==> config.mk <==
export PLATFORM = sky130hd
export DESIGN_NAME = uart_frame_tx
export DESIGN_NICKNAME = d
export VERILOG_FILES = /design/src/rtl/uart_tx_pkg.sv /design/src/rtl/uart_tx_baud.sv /design/src/rtl/uart_tx_parity.sv /design/src/rtl/uart_tx_seq.sv /design/src/rtl/uart_frame_tx.sv
export SDC_FILE = /design/constraint.sdc
export NUM_CORES = 1
export LEC_CHECK = 0
export BUFFER_PORTS_ARGS = -buffer_cell sky130_fd_sc_hd__buf_4
export CAP_MARGIN = 20
export CORE_MARGIN = 2
export CORE_UTILIZATION = 50
export DETAILED_ROUTE_END_ITERATION = 12
export GPL_TIMING_DRIVEN = 0
export HOLD_SLACK_MARGIN = 0.03
export PLACE_DENSITY = 0.81
export SYNTH_ARGS = -nofsm -noshare
export SYNTH_HDL_FRONTEND = slang
export SYNTH_HIERARCHICAL = 1
export SYNTH_SLANG_ARGS = --single-unit
==> constraint.sdc <==
create_clock -name clk -period 3 [get_ports clk]
set_input_delay 0.45 -clock clk [delete_from_list [all_inputs] [get_ports clk]]
set_output_delay 0.45 -clock clk [all_outputs]
set_load 0.03 [all_outputs]
==> src/rtl/uart_tx_pkg.sv <==
package uart_tx_pkg;

    // Smallest data length; the length code adds to this.
    localparam int MIN_DATA = 5;

    typedef enum logic [2:0] {
        ST_IDLE,
        ST_START,
        ST_DATA,
        ST_PARITY,
        ST_STOP
    } tx_state_e;

    typedef enum logic [1:0] {
        PAR_NONE  = 2'd0,
        PAR_EVEN  = 2'd1,
        PAR_ODD   = 2'd2,
        PAR_NONE2 = 2'd3
    } par_mode_e;

    function automatic logic par_enabled(input par_mode_e m);
        return (m == PAR_EVEN) || (m == PAR_ODD);
    endfunction

    function automatic logic par_is_odd(input par_mode_e m);
        return (m == PAR_ODD);
    endfunction

endpackage

==> src/rtl/uart_tx_baud.sv <==
module uart_tx_baud #(
    parameter int DIV_W = 16
) (
    input  logic             clk,
    input  logic             rst,
    input  logic             restart,
    input  logic             run,
    input  logic [DIV_W-1:0] divisor,
    output logic             tick
);
    logic [DIV_W-1:0] div_m1_q;
    logic [DIV_W-1:0] cnt_q;

    // Divisor captured with the character; zero behaves as one.
    always_ff @(posedge clk) begin
        if (rst) begin
            div_m1_q <= '0;
        end else if (restart) begin
            div_m1_q <= (divisor == '0) ? '0 : divisor - DIV_W'(1);
        end
    end

    assign tick = run && (cnt_q == div_m1_q);

    always_ff @(posedge clk) begin
        if (rst || restart || !run || tick) begin
            cnt_q <= '0;
        end else begin
            cnt_q <= cnt_q + DIV_W'(1);
        end
    end
endmodule

==> src/rtl/uart_tx_parity.sv <==
module uart_tx_parity #(
    parameter int DATA_W = 8,
    parameter int IDX_W  = 3
) (
    input  logic [DATA_W-1:0] data,
    input  logic [IDX_W-1:0]  last_idx,
    input  logic              odd,
    output logic              par
);
    logic [DATA_W-1:0] masked;

    for (genvar i = 0; i < DATA_W; i++) begin : g_mask
        assign masked[i] = data[i] && (IDX_W'(i) <= last_idx);
    end

    assign par = (^masked) ^ odd;
endmodule

==> src/rtl/uart_tx_seq.sv <==
module uart_tx_seq
    import uart_tx_pkg::*;
#(
    parameter int DATA_W = 8,
    parameter int IDX_W  = 3
) (
    input  logic              clk,
    input  logic              rst,
    input  logic              in_valid,
    input  logic [DATA_W-1:0] in_data,
    input  logic              cts_n,
    input  logic [IDX_W-1:0]  last_idx,
    input  logic              par_on,
    input  logic              par_val,
    input  logic              two_stop,
    input  logic              tick,
    output logic              in_ready,
    output logic              accept,
    output logic              busy,
    output logic              txd
);
    tx_state_e         state_q;
    logic [DATA_W-1:0] shreg_q;
    logic [IDX_W-1:0]  idx_q;
    logic [IDX_W-1:0]  last_q;
    logic              par_on_q;
    logic              par_q;
    logic              two_stop_q;
    logic              stop_cnt_q;
    logic              txd_q;

    assign in_ready = (state_q == ST_IDLE) && !cts_n;
    assign accept   = in_valid && in_ready;
    assign busy     = (state_q != ST_IDLE);
    assign txd      = txd_q;

    always_ff @(posedge clk) begin
        if (rst) begin
            state_q    <= ST_IDLE;
            shreg_q    <= '0;
            idx_q      <= '0;
            last_q     <= '0;
            par_on_q   <= 1'b0;
            par_q      <= 1'b0;
            two_stop_q <= 1'b0;
            stop_cnt_q <= 1'b0;
            txd_q      <= 1'b1;
        end else if (accept) begin
            state_q    <= ST_START;
            shreg_q    <= in_data;
            last_q     <= last_idx;
            par_on_q   <= par_on;
            par_q      <= par_val;
            two_stop_q <= two_stop;
            txd_q      <= 1'b0;
        end else if (tick) begin
            unique case (state_q)
                ST_START: begin
                    state_q <= ST_DATA;
                    idx_q   <= '0;
                    txd_q   <= shreg_q[0];
                    shreg_q <= shreg_q >> 1;
                end
                ST_DATA: begin
                    if (idx_q == last_q) begin
                        if (par_on_q) begin
                            state_q <= ST_PARITY;
                            txd_q   <= par_q;
                        end else begin
                            state_q    <= ST_STOP;
                            stop_cnt_q <= 1'b0;
                            txd_q      <= 1'b1;
                        end
                    end else begin
                        idx_q   <= idx_q + IDX_W'(1);
                        txd_q   <= shreg_q[0];
                        shreg_q <= shreg_q >> 1;
                    end
                end
                ST_PARITY: begin
                    state_q    <= ST_STOP;
                    stop_cnt_q <= 1'b0;
                    txd_q      <= 1'b1;
                end
                ST_STOP: begin
                    if (two_stop_q && !stop_cnt_q) begin
                        stop_cnt_q <= 1'b1;
                    end else begin
                        state_q <= ST_IDLE;
                    end
                    txd_q <= 1'b1;
                end
                default: begin
                    state_q <= ST_IDLE;
                    txd_q   <= 1'b1;
                end
            endcase
        end
    end
endmodule

==> src/rtl/uart_frame_tx.sv <==
module uart_frame_tx
    import uart_tx_pkg::*;
#(
    parameter int DIV_W  = 16,
    parameter int DATA_W = 8
) (
    input  logic              clk,
    input  logic              rst,
    input  logic [DIV_W-1:0]  cfg_divisor,
    input  logic [1:0]        cfg_len,
    input  logic [1:0]        cfg_parity,
    input  logic              cfg_stop2,
    input  logic              cts_n,
    input  logic              in_valid,
    input  logic [DATA_W-1:0] in_data,
    output logic              in_ready,
    output logic              txd
);
    localparam int IDX_W = $clog2(DATA_W);

    par_mode_e        pmode;
    logic [IDX_W-1:0] last_idx;
    logic             par_val;
    logic             tick;
    logic             accept;
    logic             busy;

    assign pmode    = par_mode_e'(cfg_parity);
    assign last_idx = IDX_W'(MIN_DATA - 1) + IDX_W'(cfg_len);

    uart_tx_parity #(.DATA_W(DATA_W), .IDX_W(IDX_W)) u_par (
        .data     (in_data),
        .last_idx (last_idx),
        .odd      (par_is_odd(pmode)),
        .par      (par_val)
    );

    uart_tx_baud #(.DIV_W(DIV_W)) u_baud (
        .clk     (clk),
        .rst     (rst),
        .restart (accept),
        .run     (busy),
        .divisor (cfg_divisor),
        .tick    (tick)
    );

    uart_tx_seq #(.DATA_W(DATA_W), .IDX_W(IDX_W)) u_seq (
        .clk      (clk),
        .rst      (rst),
        .in_valid (in_valid),
        .in_data  (in_data),
        .cts_n    (cts_n),
        .last_idx (last_idx),
        .par_on   (par_enabled(pmode)),
        .par_val  (par_val),
        .two_stop (cfg_stop2),
        .tick     (tick),
        .in_ready (in_ready),
        .accept   (accept),
        .busy     (busy),
        .txd      (txd)
    );
endmodule

======== Yosys cells after proc, flatten, opt, wreduce, memory -nomap -nowiden ========
Index checks and enable logic that the tools add are counted.
cells by class
  add/subtract/negate cells ............... 4
  $lt $le $gt $ge ......................... 8
  equality and inequality tests ........... 16
  mux-type cells .......................... 22
  bitwise logic cells ..................... 2
  reduce and logical (&&, ||, !) cells .... 33
operator list
  operator               number
  $mux 8                 3
  $add 16x1->16 const B  1
  $eq 16x16->1           1
  $logic_not 16->1       1
  $mux 16                1
  $pmux 8 s2             1
  $sub 16x1->16 const B  1
  $le 3x3->1 const A     4
  $logic_and 1x1->1      12
  $mux 3                 4
  $pmux 3 s4             1
  $mux 1                 9
  $reduce_and 3->1       3
  $reduce_bool 3->1      3
  $reduce_xor 8->1       1
  $eq 3x2->1 const B     2
  $le 1x3->1 const A     2
  $le 2x3->1 const A     2
  $ne 2x2->1 const B     3
  $ne 3x3->1 const B     2
  $pmux 3 s2             1
  $reduce_and 6->1       1
  $logic_or 1x1->1       4
  $ne 2x1->1 const B     2
  other kinds (17)       20
word-level totals
  register bits ........................... 54
  bits of input ports ..................... 33
  output and inout port bits .............. 2
  logic and storage cells ................. 97

======== Longest topological paths before layout ========
Gate-level depths: netlist (run 1).
  depth in word-level cells ............... 6
  gate-level depth with buffers ........... 11
  gate-level depth less buffers ........... 8

======== By module ========
Netlist (run 1), hierarchy kept.
by module, submodules not included
  module          instances  cells an instance  area each (um^2)  sequential area each (um^2)
  uart_tx_baud    1          198                1665.3            640.6
  uart_tx_seq     1          133                1194.9            440.4
  uart_tx_parity  1          21                 148.9             0.0
  uart_frame_tx   1          4                  23.8              0.0

======== Worst setup path before layout (run 1) ========
No wires, ideal clock.
  kind .................................... reg2reg
  start ................................... reg u_seq.state_q[1]
  end ..................................... reg u_baud.cnt_q[13]
  library setup time ...................... 0.128 ns
  arrival ................................. 2.496 ns
  data required time ...................... 2.872 ns
  slack ................................... 0.376 ns
  stages on the path, launching flop included .. 12
  path buffers ............................ 4
  clock period less this slack ............ 2.624 ns
  cell sequence ........................... dfxtp_1 > buf_2 > nor4_4 > nand2_2 > inv_2 > buf_4 > clkbuf_1 > nor2_1 > and2_1 > o31ai_2 > clkbuf_1 > nor2_1
between the ends
  cells in the longest elaborated chain, start to end .. 6
  elaborated cells on any way between the ends .. 9
  those cells by class .................... reduce/logical (9)
ends and longest elaborated chain
  element                        line                 RTL
  start, declared                uart_tx_seq.sv:22    tx_state_e state_q;
  start signal, assigned         uart_tx_seq.sv:39    state_q <= ST_IDLE;
  start signal, assigned         uart_tx_seq.sv:49    state_q <= ST_START;
  start signal, assigned         uart_tx_seq.sv:59    state_q <= ST_DATA;
  $logic_not 3->1                uart_tx_seq.sv:32    assign in_ready = (state_q == ST_IDLE) && !cts_n;
  $logic_and 1x1->1              uart_tx_seq.sv:32
  net in_ready                   uart_frame_tx.sv:16  output logic in_ready,
  $logic_and 1x1->1              uart_tx_seq.sv:33    assign accept = in_valid && in_ready;
  net accept                     uart_frame_tx.sv:25  logic accept;
  $logic_or 1x1->1 (3 in a row)  uart_tx_baud.sv:26   if (rst || restart || !run || tick) begin
  end signal, assigned           uart_tx_baud.sv:29   cnt_q <= cnt_q + DIV_W'(1);
  end, declared                  uart_tx_baud.sv:12   logic [DIV_W-1:0] cnt_q;
The timed path passes the listed nets, and every way through them passes these cells.
A chain may end at the register's enable or synchronous reset.

======== Worst setup path after layout (run 1) ========
  start ................................... reg u_seq.state_q[1]
  end ..................................... reg u_baud.cnt_q[4]
between the ends
  cells in the longest elaborated chain, start to end .. 6
  elaborated cells on any way between the ends .. 9
  those cells by class .................... reduce/logical (9)
ends and longest elaborated chain
  element                        line
  $logic_not 3->1                uart_tx_seq.sv:32
  $logic_and 1x1->1              uart_tx_seq.sv:32
  $logic_and 1x1->1              uart_tx_seq.sv:33
  net accept                     uart_frame_tx.sv:25
  $logic_or 1x1->1 (3 in a row)  uart_tx_baud.sv:26
The timed path passes the listed nets, and every way through them passes these cells.

==> flow_summary_export.csv, run 1 <==
group,metric,value,unit
logic_synthesis,synth_xor_area_frac,0.142,
floorplan,io_pins,35,
logic_synthesis,yosysWarnings,6,
logic_synthesis,synth.area.mux_share,0.0165,
final_layout,fin_nets,439,
clock_network,clk_pin_slew,0.10,ns
clock_network,cts-htree-levels,2,
grt,grt_max_degree,18,
timing,max_freq,0.367,GHz
run,maxCapViolCount,0,
logic_synthesis,syn_inst,356,
timing,drv_slew,0,
status,status,"complete, no violations",
grt,grt-busiest-layer,"met2",
logic_synthesis,synthTopCellsByArea,"dfxtp_1 36%, xor2_1 7.8%, xnor2_1 6.4%",
logic_synthesis,yosysSeqAreaShare,0.356,
clock_network,cts_buffer_depth,2,
min_path,min_to,"u_baud/div_m1_q[10]",
setup_path,critPathLaunchType,"flop",
floorplan,fp.coreArea,5890,um^2
timing,tightest_slew,0.659,ns
min_path,hold_depth,2,
logic_synthesis,synth_compound_area_frac,0.179,
clock_network,cts_made_buffers,5,
setup_path,r2r_end,"u_baud/cnt_q[4]",
final_layout,fin_util,0.595,
timing,hold_ws,0.367,ns
drt,ant_nets,0,
timing,timing.final.ws_setup,0.274,ns
grt,grt_usage,0.202,
logic_synthesis,synth_fa_ha_area_frac,0.0165,
timing,hold_viol_final,0,
grt,grtUsageMet3,0.0341,
setup_path,path_cells,"buf_2 > nor4_4 > nand2_2 > inv_2 > buf_4 > clkbuf_1 > nor2_1 > and2_1 > o31ai_2 > clkbuf_2 > nor2_1",
place,place.gp.congestion,0.848,
timing,min_period,2.73,ns
drt,drt_iter0_drc,106,
clock_network,cts_sinks,54,
drt,num_vias,2672,
logic_synthesis,synth_top_family_by_area,"simple AND/OR/NAND/NOR gates",
drt,drc,0,
setup_path,path_max_fanout,10,
setup_path,cp_slowest_cell,"clkbuf_2",
drt,vias_per_cell,5.59,
final_layout,synthToLayoutAreaGrowth,15.5,%
setup_path,rrSetupSlack,0.27,ns
logic_synthesis,netlist.area_leader.share,0.356,
timing,finalCritPeriodShare,0.909,
place,place_ws,0.0815,ns
floorplan,die_x,81.9,um
setup_path,cp.required,3.19,ns
drt,wl_per_cell,13.3,um
logic_synthesis,synth_top_flop_cell,"dfxtp_1",
timing,rsz0062_at_grt,"false",
pwr,irDropWorstVdd,0.000337,V
grt,grt_pass1_wl,10800,um
place,dpl_cell_area,3400,um^2
logic_synthesis,syn-cell-area,3030,um^2
floorplan,initial_utilization,0.515,
logic_synthesis,synth_edf_count,0,
floorplan,die_y,81.9,um
grt,grt_pass1_vias,2469,
setup_path,ff2ff_path_depth,11,
timing,clock-skew-final,0.0134,ns
min_path,hp-class,"primary input to flop",
grt,antenna_found_initial,0,
final_layout,num_antenna_cells,0,
timing,relSlewSlack,0.555,
drt,routed_wl,6370,um
floorplan,floorplan.rows,28,
place,dp_hpwl,4850,um
min_path,holdCritStartpoint,"rst",
logic_synthesis,postSynthAreaPerCell,8.52,um^2
final_layout,fillers,523,
logic_synthesis,synth_simple_gate_area_frac,0.248,
clock_network,worstSkewPairLatency,0.31,ns
clock_network,cts-root-buf,"clkbuf_8",
setup_path,regToRegStartpoint,"u_seq/state_q[1]",
logic_synthesis,synth_cell_type_count,57,
grt,globalRouteMet2Util,0.372,
clock_network,cts_tree,"done",
setup_path,critical_path_class,"flop to flop",
logic_synthesis,netlist.top_cell.by_area,"dfxtp_1",
grt,grt_use_met1,0.242,
logic_synthesis,async_flop_share,0,
timing,tns,0,ns
pwr,p_leak,1.32,nW
timing,finalSetupViolCount,0,
place,io_buffers,34,
setup_path,crit_top_cell,"nor2_1",
setup_path,arrival,2.92,ns
drt,dr.pass1.iters,4,
final_layout,drive_gt1_frac,0.174,
setup_path,end_kind,"flop",
logic_synthesis,ys_seq_elements,54,
grt,grt_overflow_total,0,
final_layout,final_cell_area,3500,um^2
clock_network,postCtsSetupBuffers,0,
setup_path,cp_slowest_stage_delay,0.33,ns
pwr,p_per_area,405,nW/um^2
floorplan,die-area,6710,um^2
[logic make-up after synthesis]
family / Yosys count
buffers and inverters: 27
other: 1
muxes: 5
adders and majority gates: 4
AOI/OAI and AO/OA: 75
DFF: 54
and+or+nand+nor: 141
xor gates and xnor gates: 49
[registers in the layout (all words and copies together), names as in the netlist]
name	count
u_baud/cnt_q	16
u_seq/par_on_q	1
u_seq/two_stop_q	1
u_seq/idx_q	3
u_seq/last_q	3
u_seq/par_q	1
u_seq/stop_cnt_q	1
u_seq/shreg_q	8
u_seq/txd	1
u_baud/div_m1_q	16
u_seq/state_q	3
[what timing repair did]
action / 4_1_cts / 5_1_grt
setup endpoints to repair: 0 / 22
hold buffers: 0 / 0
resized for setup: 0 / 4
[metrics by stage]
step,instances,total power (W)
after floorplan,361,0.000937
after global placement,470,0.00102
after detailed placement,470,0.00103
after CTS,478,0.00143
after global routing,478,0.00149
final,478,0.00142
[cell usage after synthesis (all sizes together), types with 8 or more instances]
cell type	count
xnor2	22
o211ai	10
a21oi	19
dfxtp	54
nor2	33
xor2	27
nand2	44
a32oi	8
nor3	9
clkbuf	9
o21ai	17
nor4	9
inv	11
[placed cells by master (no fill, tap or decap), types with 10 or more instances in the layout]
master   instances
buf_4           36
nor2_1          33
xnor2_1         22
nand2_1         43
inv_1           10
dfxtp_1         54
a21oi_1         19
xor2_1          27
o21ai_0         11
[where the power goes]
| group | internal [W] | switching (W) |
|---|---|---|
| Sequential | 0.000743 | 0.0000204 |
| Clock | 0.000164 | 0.000236 |
| Combinational | 0.000110 | 0.000144 |
| Total | 0.00102 | 0.000401 |
[worst max path at each step]
| stage | slack, ns | cells after the start | endpoint | startpoint |
|---|---|---|---|---|
| global placement | 0.12 | 8 | u_seq/shreg_q[2] | u_baud/cnt_q[7] |
| CTS | 0.07 | 8 | u_seq/shreg_q[0] | u_baud/cnt_q[7] |
| floorplan | 0.38 | 11 | u_baud/cnt_q[13] | u_seq/state_q[1] |
| detailed placement | 0.08 | 8 | u_seq/shreg_q[2] | u_baud/cnt_q[7] |
| finish | 0.27 | 11 | u_baud/cnt_q[4] | u_seq/state_q[1] |
| global route | 0.07 | 11 | u_baud/cnt_q[0] | u_seq/state_q[1] |
[critical path: cells and delay by family (launching register included)]
family / cells / cell delay [ns]
AO/OA/AOI/OAI: 1 / 0.15
buffers and inverters: 5 / 1.20
AND/OR/NAND/NOR: 5 / 0.94
flip-flops: 1 / 0.32
[final cells by class]
cell class | instances | area (um^2) | share of cell area
Sequential cell | 54 | 1080 | 0.309
Buffer | 16 | 82.6 | 0.0236
Clock buffer | 5 | 68.8 | 0.0196
Timing Repair Buffer | 34 | 255 | 0.0729
Clock inverter | 3 | 21.3 | 0.00607
Tap cell | 75 | 93.8 | 0.0268
Multi-Input combinational cell | 280 | 1860 | 0.531
Inverter | 11 | 41.3 | 0.0118
[layer usage]
layer	up-vias	part of all wire
met5	-	0
met4	0	0.0025
met3	2	0.049
met2	64	0.51
met1	1249	0.44
li1	1357	-
(Power assumes the default switching activity.)
==> run 2, diff against run 1 <==
--- a/config.mk
+++ b/config.mk
@@ -5,14 +5,15 @@
 export SDC_FILE = /design/constraint.sdc
 export NUM_CORES = 1
 export LEC_CHECK = 0
-export BUFFER_PORTS_ARGS = -buffer_cell sky130_fd_sc_hd__buf_4
 export CAP_MARGIN = 20
 export CORE_MARGIN = 2
 export CORE_UTILIZATION = 50
+export CTS_BUF_LIST = sky130_fd_sc_hd__clkbuf_4 sky130_fd_sc_hd__clkbuf_8
 export DETAILED_ROUTE_END_ITERATION = 12
+export DONT_BUFFER_PORTS = 1
 export GPL_TIMING_DRIVEN = 0
 export HOLD_SLACK_MARGIN = 0.03
-export PLACE_DENSITY = 0.81
+export PLACE_DENSITY = 0.76
 export SYNTH_ARGS = -nofsm -noshare
 export SYNTH_HDL_FRONTEND = slang
 export SYNTH_HIERARCHICAL = 1
==> run 2 against run 1 <==
  * Register-to-register slack worse by 0.02 ns
  * Highest routed layer unchanged
  * Total power shrank 3.3%
  * Design area down 7.0%
  * Core utilization decreased by 4.2 points
==> flow_summary_export.csv, run 2 (synthesis gave the netlist of run 1 again) <==
group,metric,value,unit
setup_path,crit_end,"u_baud/cnt_q[2]",
floorplan,initial_utilization,0.515,
clock_network,cts_hold_buf,0,
pwr,p_leak,1.17,nW
place,io_buffers,0,
setup_path,arrival,2.93,ns
drt,drt_iter0_drc,93,
timing,tns,0,ns
clock_network,cts_buffer_depth,2,
min_path,hp-class,"primary input to flop",
run,maxCapViolCount,0,
pwr,irDropWorstVdd,0.000298,V
drt,dr.pass1.iters,4,
final_layout,final_cell_area,3260,um^2
setup_path,rrSetupSlack,0.26,ns
place,dp_hpwl,4770,um
final_layout,layout_commonest_cell,"dfxtp_1",
min_path,hold_depth,1,
setup_path,regToRegStartpoint,"u_seq/state_q[1]",
final_layout,num_antenna_cells,0,
final_layout,biggestRegsByFlops,"u_baud/cnt_q: 16 flops, u_baud/div_m1_q: 16 flops, u_seq/shreg_q: 8 flops",
drt,ant_nets,0,
place,dpl_cell_area,3150,um^2
clock_network,cts-htree-levels,2,
drt,wl_met2,3380,um
timing,rsz0062_at_grt,"false",
floorplan,die_y,81.9,um
floorplan,fp.coreArea,5890,um^2
setup_path,ff2ff_path_depth,11,
drt,num_vias,2538,
timing,finalSetupViolCount,0,
timing,clock-skew-final,0.0151,ns
setup_path,critical_path.startpoint,"u_seq/state_q[1]",
setup_path,critical_path_class,"flop to flop",
place,place.gp.congestion,0.838,
setup_path,end_kind,"flop",
drt,routed_wl,6530,um
timing,finalCritPeriodShare,0.914,
final_layout,drive_gt1_frac,0.100,
grt,grt_usage,0.201,
clock_network,worstSkewPairLatency,0.31,ns
floorplan,die-area,6710,um^2
timing,relSlewSlack,0.562,
clock_network,clk_pin_slew,0.09,ns
setup_path,path_max_fanout,10,
grt,antenna_found_initial,0,
grt,grt_max_degree,18,
drt,wl_per_cell,14.7,um
setup_path,r2r_end,"u_baud/cnt_q[2]",
setup_path,critPathLaunchType,"flop",
final_layout,synthToLayoutAreaGrowth,7.38,%
drt,vias_per_cell,5.72,
final_layout,final_cell_mix,"54 x dfxtp_1, 43 x nand2_1, 33 x nor2_1",
drt,drt-met1-wl,2810,um
drt,wl_met3,316,um
floorplan,floorplan.rows,28,
final_layout,fillers,550,
floorplan,io_pins,35,
pwr,p_per_area,421,nW/um^2
clock_network,cts_tree,"done",
timing,min_period,2.74,ns
clock_network,cts_made_buffers,5,
grt,grt_pass1_vias,2415,
drt,highest_layer,"met4",
grt,grt_pass1_wl,10700,um
status,status,"complete, no violations",
clock_network,cts_sinks,54,
timing,max_freq,0.365,GHz
timing,drv_slew,0,
clock_network,cts-root-buf,"clkbuf_8",
setup_path,cp.required,3.19,ns
timing,hold_viol_final,0,
floorplan,die_x,81.9,um
grt,grt_overflow_total,0,
drt,drc,0,
final_layout,fin_nets,405,
timing,tightest_slew,0.649,ns
run 2: cell types whose count changed in the layout (fill, tap and decap cells not counted):
cell,change
nand2_4,+1
nand2_2,-1
clkbuf_1,-1
buf_4,-33
run 2: power by group:
group	leakage (nW)	internal (W)	switching (W)
registers	0.439	0.000743	0.0000237
logic	0.688	0.0000818	0.000118
clock network	0.0441	0.000165	0.000240
total	1.17	0.000990	0.000382
run 2: per-stage QoR:
stage / power (W) / hold WS [ns] / util / instances / setup WS (ns)
2_1_floorplan: 0.000937 / 0.431 / - / 361 / 0.376
3_3_place_gp: 0.000971 / 0.452 / 0.534 / 436 / -0.140
3_5_place_dp: 0.000978 / 0.454 / 0.534 / 436 / -0.152
4_1_cts: 0.00138 / 0.193 / 0.550 / 444 / 0.0168
5_1_grt: 0.00143 / 0.184 / 0.553 / 444 / 0.0199
6_report: 0.00137 / 0.206 / 0.553 / 444 / 0.257
run 2: routing by layer:
metal | up-vias | global-route usage
met1 | 1196 | 0.248
met3 | 2 | 0.0330
met2 | 59 | 0.370
met5 | - | 0
met4 | 0 | 0.0350
li1 | 1281 | -
run 2: worst min-delay path by stage:
stage                       start             endpoint
6_report                      rst  u_baud/div_m1_q[10]
5_1_grt                       rst  u_baud/div_m1_q[10]
4_1_cts                       rst  u_baud/div_m1_q[10]
3_5_place_dp          u_seq/par_q          u_seq/par_q
3_3_place_gp   u_baud/div_m1_q[9]   u_baud/div_m1_q[9]
2_1_floorplan         u_seq/par_q          u_seq/par_q
run 2: critical path: stages, from the launching register on:
cell      delay [ns]
dfxtp_1         0.32
buf_2           0.18
nor4_4          0.54
nand2_4         0.21
inv_2           0.17
buf_4           0.20
clkbuf_2        0.21
nor2_1          0.13
and2_1          0.19
o31ai_2         0.14
buf_4           0.27
nor2_1          0.06
run 2: timing repair:
item                       CTS  global route
resized for setup            1             8
setup endpoints to repair   10            22
hold endpoints to repair     0             0
buffers inserted             0             0
pin swaps                    1             1
run 2: cell type report:
| type | instances | area, um^2 | share of cell area |
|---|---|---|---|
| multi-input cells | 280 | 1860 | 0.572 |
| flip-flops and latches | 54 | 1080 | 0.332 |
| well taps | 75 | 93.8 | 0.0288 |
| plain buffers | 16 | 86.3 | 0.0265 |
| clock buffers | 5 | 68.8 | 0.0211 |
| inverters | 11 | 41.3 | 0.0127 |
| clock inverters | 3 | 21.3 | 0.00653 |
==> run 3, diff against run 2 <==
--- a/config.mk
+++ b/config.mk
@@ -11,7 +11,6 @@
 export CTS_BUF_LIST = sky130_fd_sc_hd__clkbuf_4 sky130_fd_sc_hd__clkbuf_8
 export DETAILED_ROUTE_END_ITERATION = 12
 export DONT_BUFFER_PORTS = 1
-export GPL_TIMING_DRIVEN = 0
 export HOLD_SLACK_MARGIN = 0.03
 export PLACE_DENSITY = 0.76
 export SYNTH_ARGS = -nofsm -noshare
==> run 3 against run 2 <==
  * Critical path depth is 2 lower
  * Routed wire length is 7.7% lower
  * Combinational power shrank 7%
  * Final cell count is 2.0% lower
  * Total power rose by 0.18%
  * Via count is 4.0% lower
  * Register-to-register slack better by 0.24 ns
==> flow_summary_export.csv, run 3 (synthesis gave the netlist of run 1 again) <==
group,metric,value,unit
min_path,hp-class,"primary input to flop",
clock_network,cts-root-buf,"clkbuf_8",
setup_path,path_cells,"xor2_1 > nor4_1 > nand4_1 > nor3_1 > buf_4 > inv_1 > or3_4 > o311ai_1 > a32oi_1",
clock_network,cts_tree,"done",
final_layout,final_cell_mix,"54 x dfxtp_1, 43 x nand2_1, 33 x nor2_1",
pwr,p_sw_frac,0.257,
floorplan,die_x,81.9,um
run,maxCapViolCount,0,
final_layout,layout_commonest_cell,"dfxtp_1",
drt,highest_layer,"met4",
clock_network,ctsResizeCount,0,
timing,relSlewSlack,0.395,
floorplan,initial_utilization,0.515,
grt,grt_overflow_total,0,
drt,ant_nets,0,
setup_path,rrSetupSlack,0.50,ns
timing,drv_slew,0,
floorplan,die_y,81.9,um
timing,tns,0,ns
drt,drt-met1-wl,2830,um
setup_path,end_kind,"flop",
pwr,p_per_area,427,nW/um^2
setup_path,path_max_fanout,12,
clock_network,cts_sinks,54,
min_path,holdCritStartpoint,"rst",
setup_path,regToRegStartpoint,"u_baud/cnt_q[7]",
setup_path,cp_slowest_stage_delay,0.49,ns
place,dpl.cell_count,427,
status,status,"complete, no violations",
drt,drt_iter0_drc,95,
setup_path,critical_path.startpoint,"u_baud/cnt_q[7]",
pwr,p_leak,1.16,nW
pwr,combPwrFrac,0.135,
clock_network,cts_made_buffers,5,
drt,drc,0,
drt,wl_met3,197,um
timing,clock-skew-final,0.0109,ns
clock_network,cts_buffer_depth,2,
timing,min_period,2.50,ns
timing,finalSetupViolCount,0,
setup_path,critPathLaunchType,"flop",
grt,grt_usage,0.188,
clock_network,cts_hold_buf,0,
place,io_buffers,0,
pwr,power.internal,0.00102,W
drt,dr.pass1.iters,4,
place,dp_hpwl,4530,um
final_layout,layout.cells.non_filler,435,
grt,antenna_found_initial,0,
setup_path,arrival,2.67,ns
timing,hold_viol_final,0,
final_layout,synthToLayoutAreaGrowth,6.11,%
pwr,p_sw,0.000352,W
setup_path,cp_slowest_cell,"or3_4",
timing,finalCritPeriodShare,0.835,
timing,max_freq,0.399,GHz
clock_network,cts-htree-levels,2,
drt,vias_per_cell,5.60,
drt,num_vias,2437,
final_layout,fin_util,0.547,
place,place.gp.congestion,0.834,
final_layout,fin_nets,396,
final_layout,biggestRegsByFlops,"u_baud/cnt_q: 16 flops, u_baud/div_m1_q: 16 flops, u_seq/shreg_q: 8 flops",
pwr,irDropWorstVdd,0.000278,V
clock_network,worstSkewPairLatency,0.30,ns
pwr,pwr-share-clk,0.304,
drt,wl_met2,2960,um
setup_path,critical_path_class,"flop to flop",
final_layout,num_antenna_cells,0,
floorplan,die-area,6710,um^2
floorplan,io_pins,35,
clock_network,clk_pin_slew,0.09,ns
floorplan,floorplan.rows,28,
setup_path,cp.required,3.16,ns
grt,grt_pass1_wl,10000,um
drt,wl_per_cell,13.9,um
drt,routed_wl,6030,um
pwr,p_seq_frac,0.560,
grt,grt_pass1_vias,2343,
final_layout,drive_gt1_frac,0.0944,
clock_network,postCtsSetupBuffers,0,
timing,tightest_slew,0.904,ns
timing,rsz0062_at_grt,"false",
grt,grt_max_degree,28,
timing,hold_ws,0.205,ns
floorplan,fp.coreArea,5890,um^2
pwr,power.total,0.00137,W
run 3: cell count changes in the layout (fill, tap and decap cells not counted), sizes merged:
cell,change
clkinvlp,-1
buf,-1
clkinv,-1
clkbuf,-6
run 3: power groups by stage:
stage	sequential (W)	combinational (W)	clock (W)
final	0.000770	0.000186	0.000418
after global routing	0.000773	0.000206	0.000459
after CTS	0.000770	0.000187	0.000427
after detailed placement	0.000787	0.000186	0
after global placement	0.000786	0.000182	0
after floorplan	0.000777	0.000159	0
run 3: area by class of cell:
type | instances | area [um^2]
Fill cell | 550 | 2670
Multi-Input combinational cell | 280 | 1850
Timing Repair Buffer | 7 | 52.6
Inverter | 11 | 41.3
Clock buffer | 7 | 90.1
Sequential cell | 54 | 1080
Tap cell | 75 | 93.8
Clock inverter | 1 | 5.00
run 3: critical path: cells and delay by family (launching register included):
family                 cells  cell delay (ns)
AO/OA/AOI/OAI              2             0.39
buffers and inverters      2             0.27
flip-flops                 1             0.43
AND/OR/NAND/NOR            4             1.21
XOR/XNOR                   1             0.09
run 3: stage by stage:
step | setup WS [ns] | instance area, um^2
after floorplan | 0.376 | 3050
after detailed placement | 0.498 | 3120
after global routing | 0.281 | 3220
after global placement | 0.569 | 3120
after CTS | 0.505 | 3220
final | 0.495 | 3220
run 3: path summary, 6_finish.rpt:
| kind | end | cells after the start |
|---|---|---|
| max | u_seq/txd | 9 |
| min | u_seq/two_stop_q | 1 |
| max reg2reg | u_seq/txd | 9 |
| min reg2reg | u_seq/last_q[0] | 2 |
run 3: per-layer routing:
layer,GRT usage,vias to the layer above
met3,0.0363,5
met1,0.225,1132
met4,0.0617,0
li1,-,1263
met5,0,-
met2,0.334,37
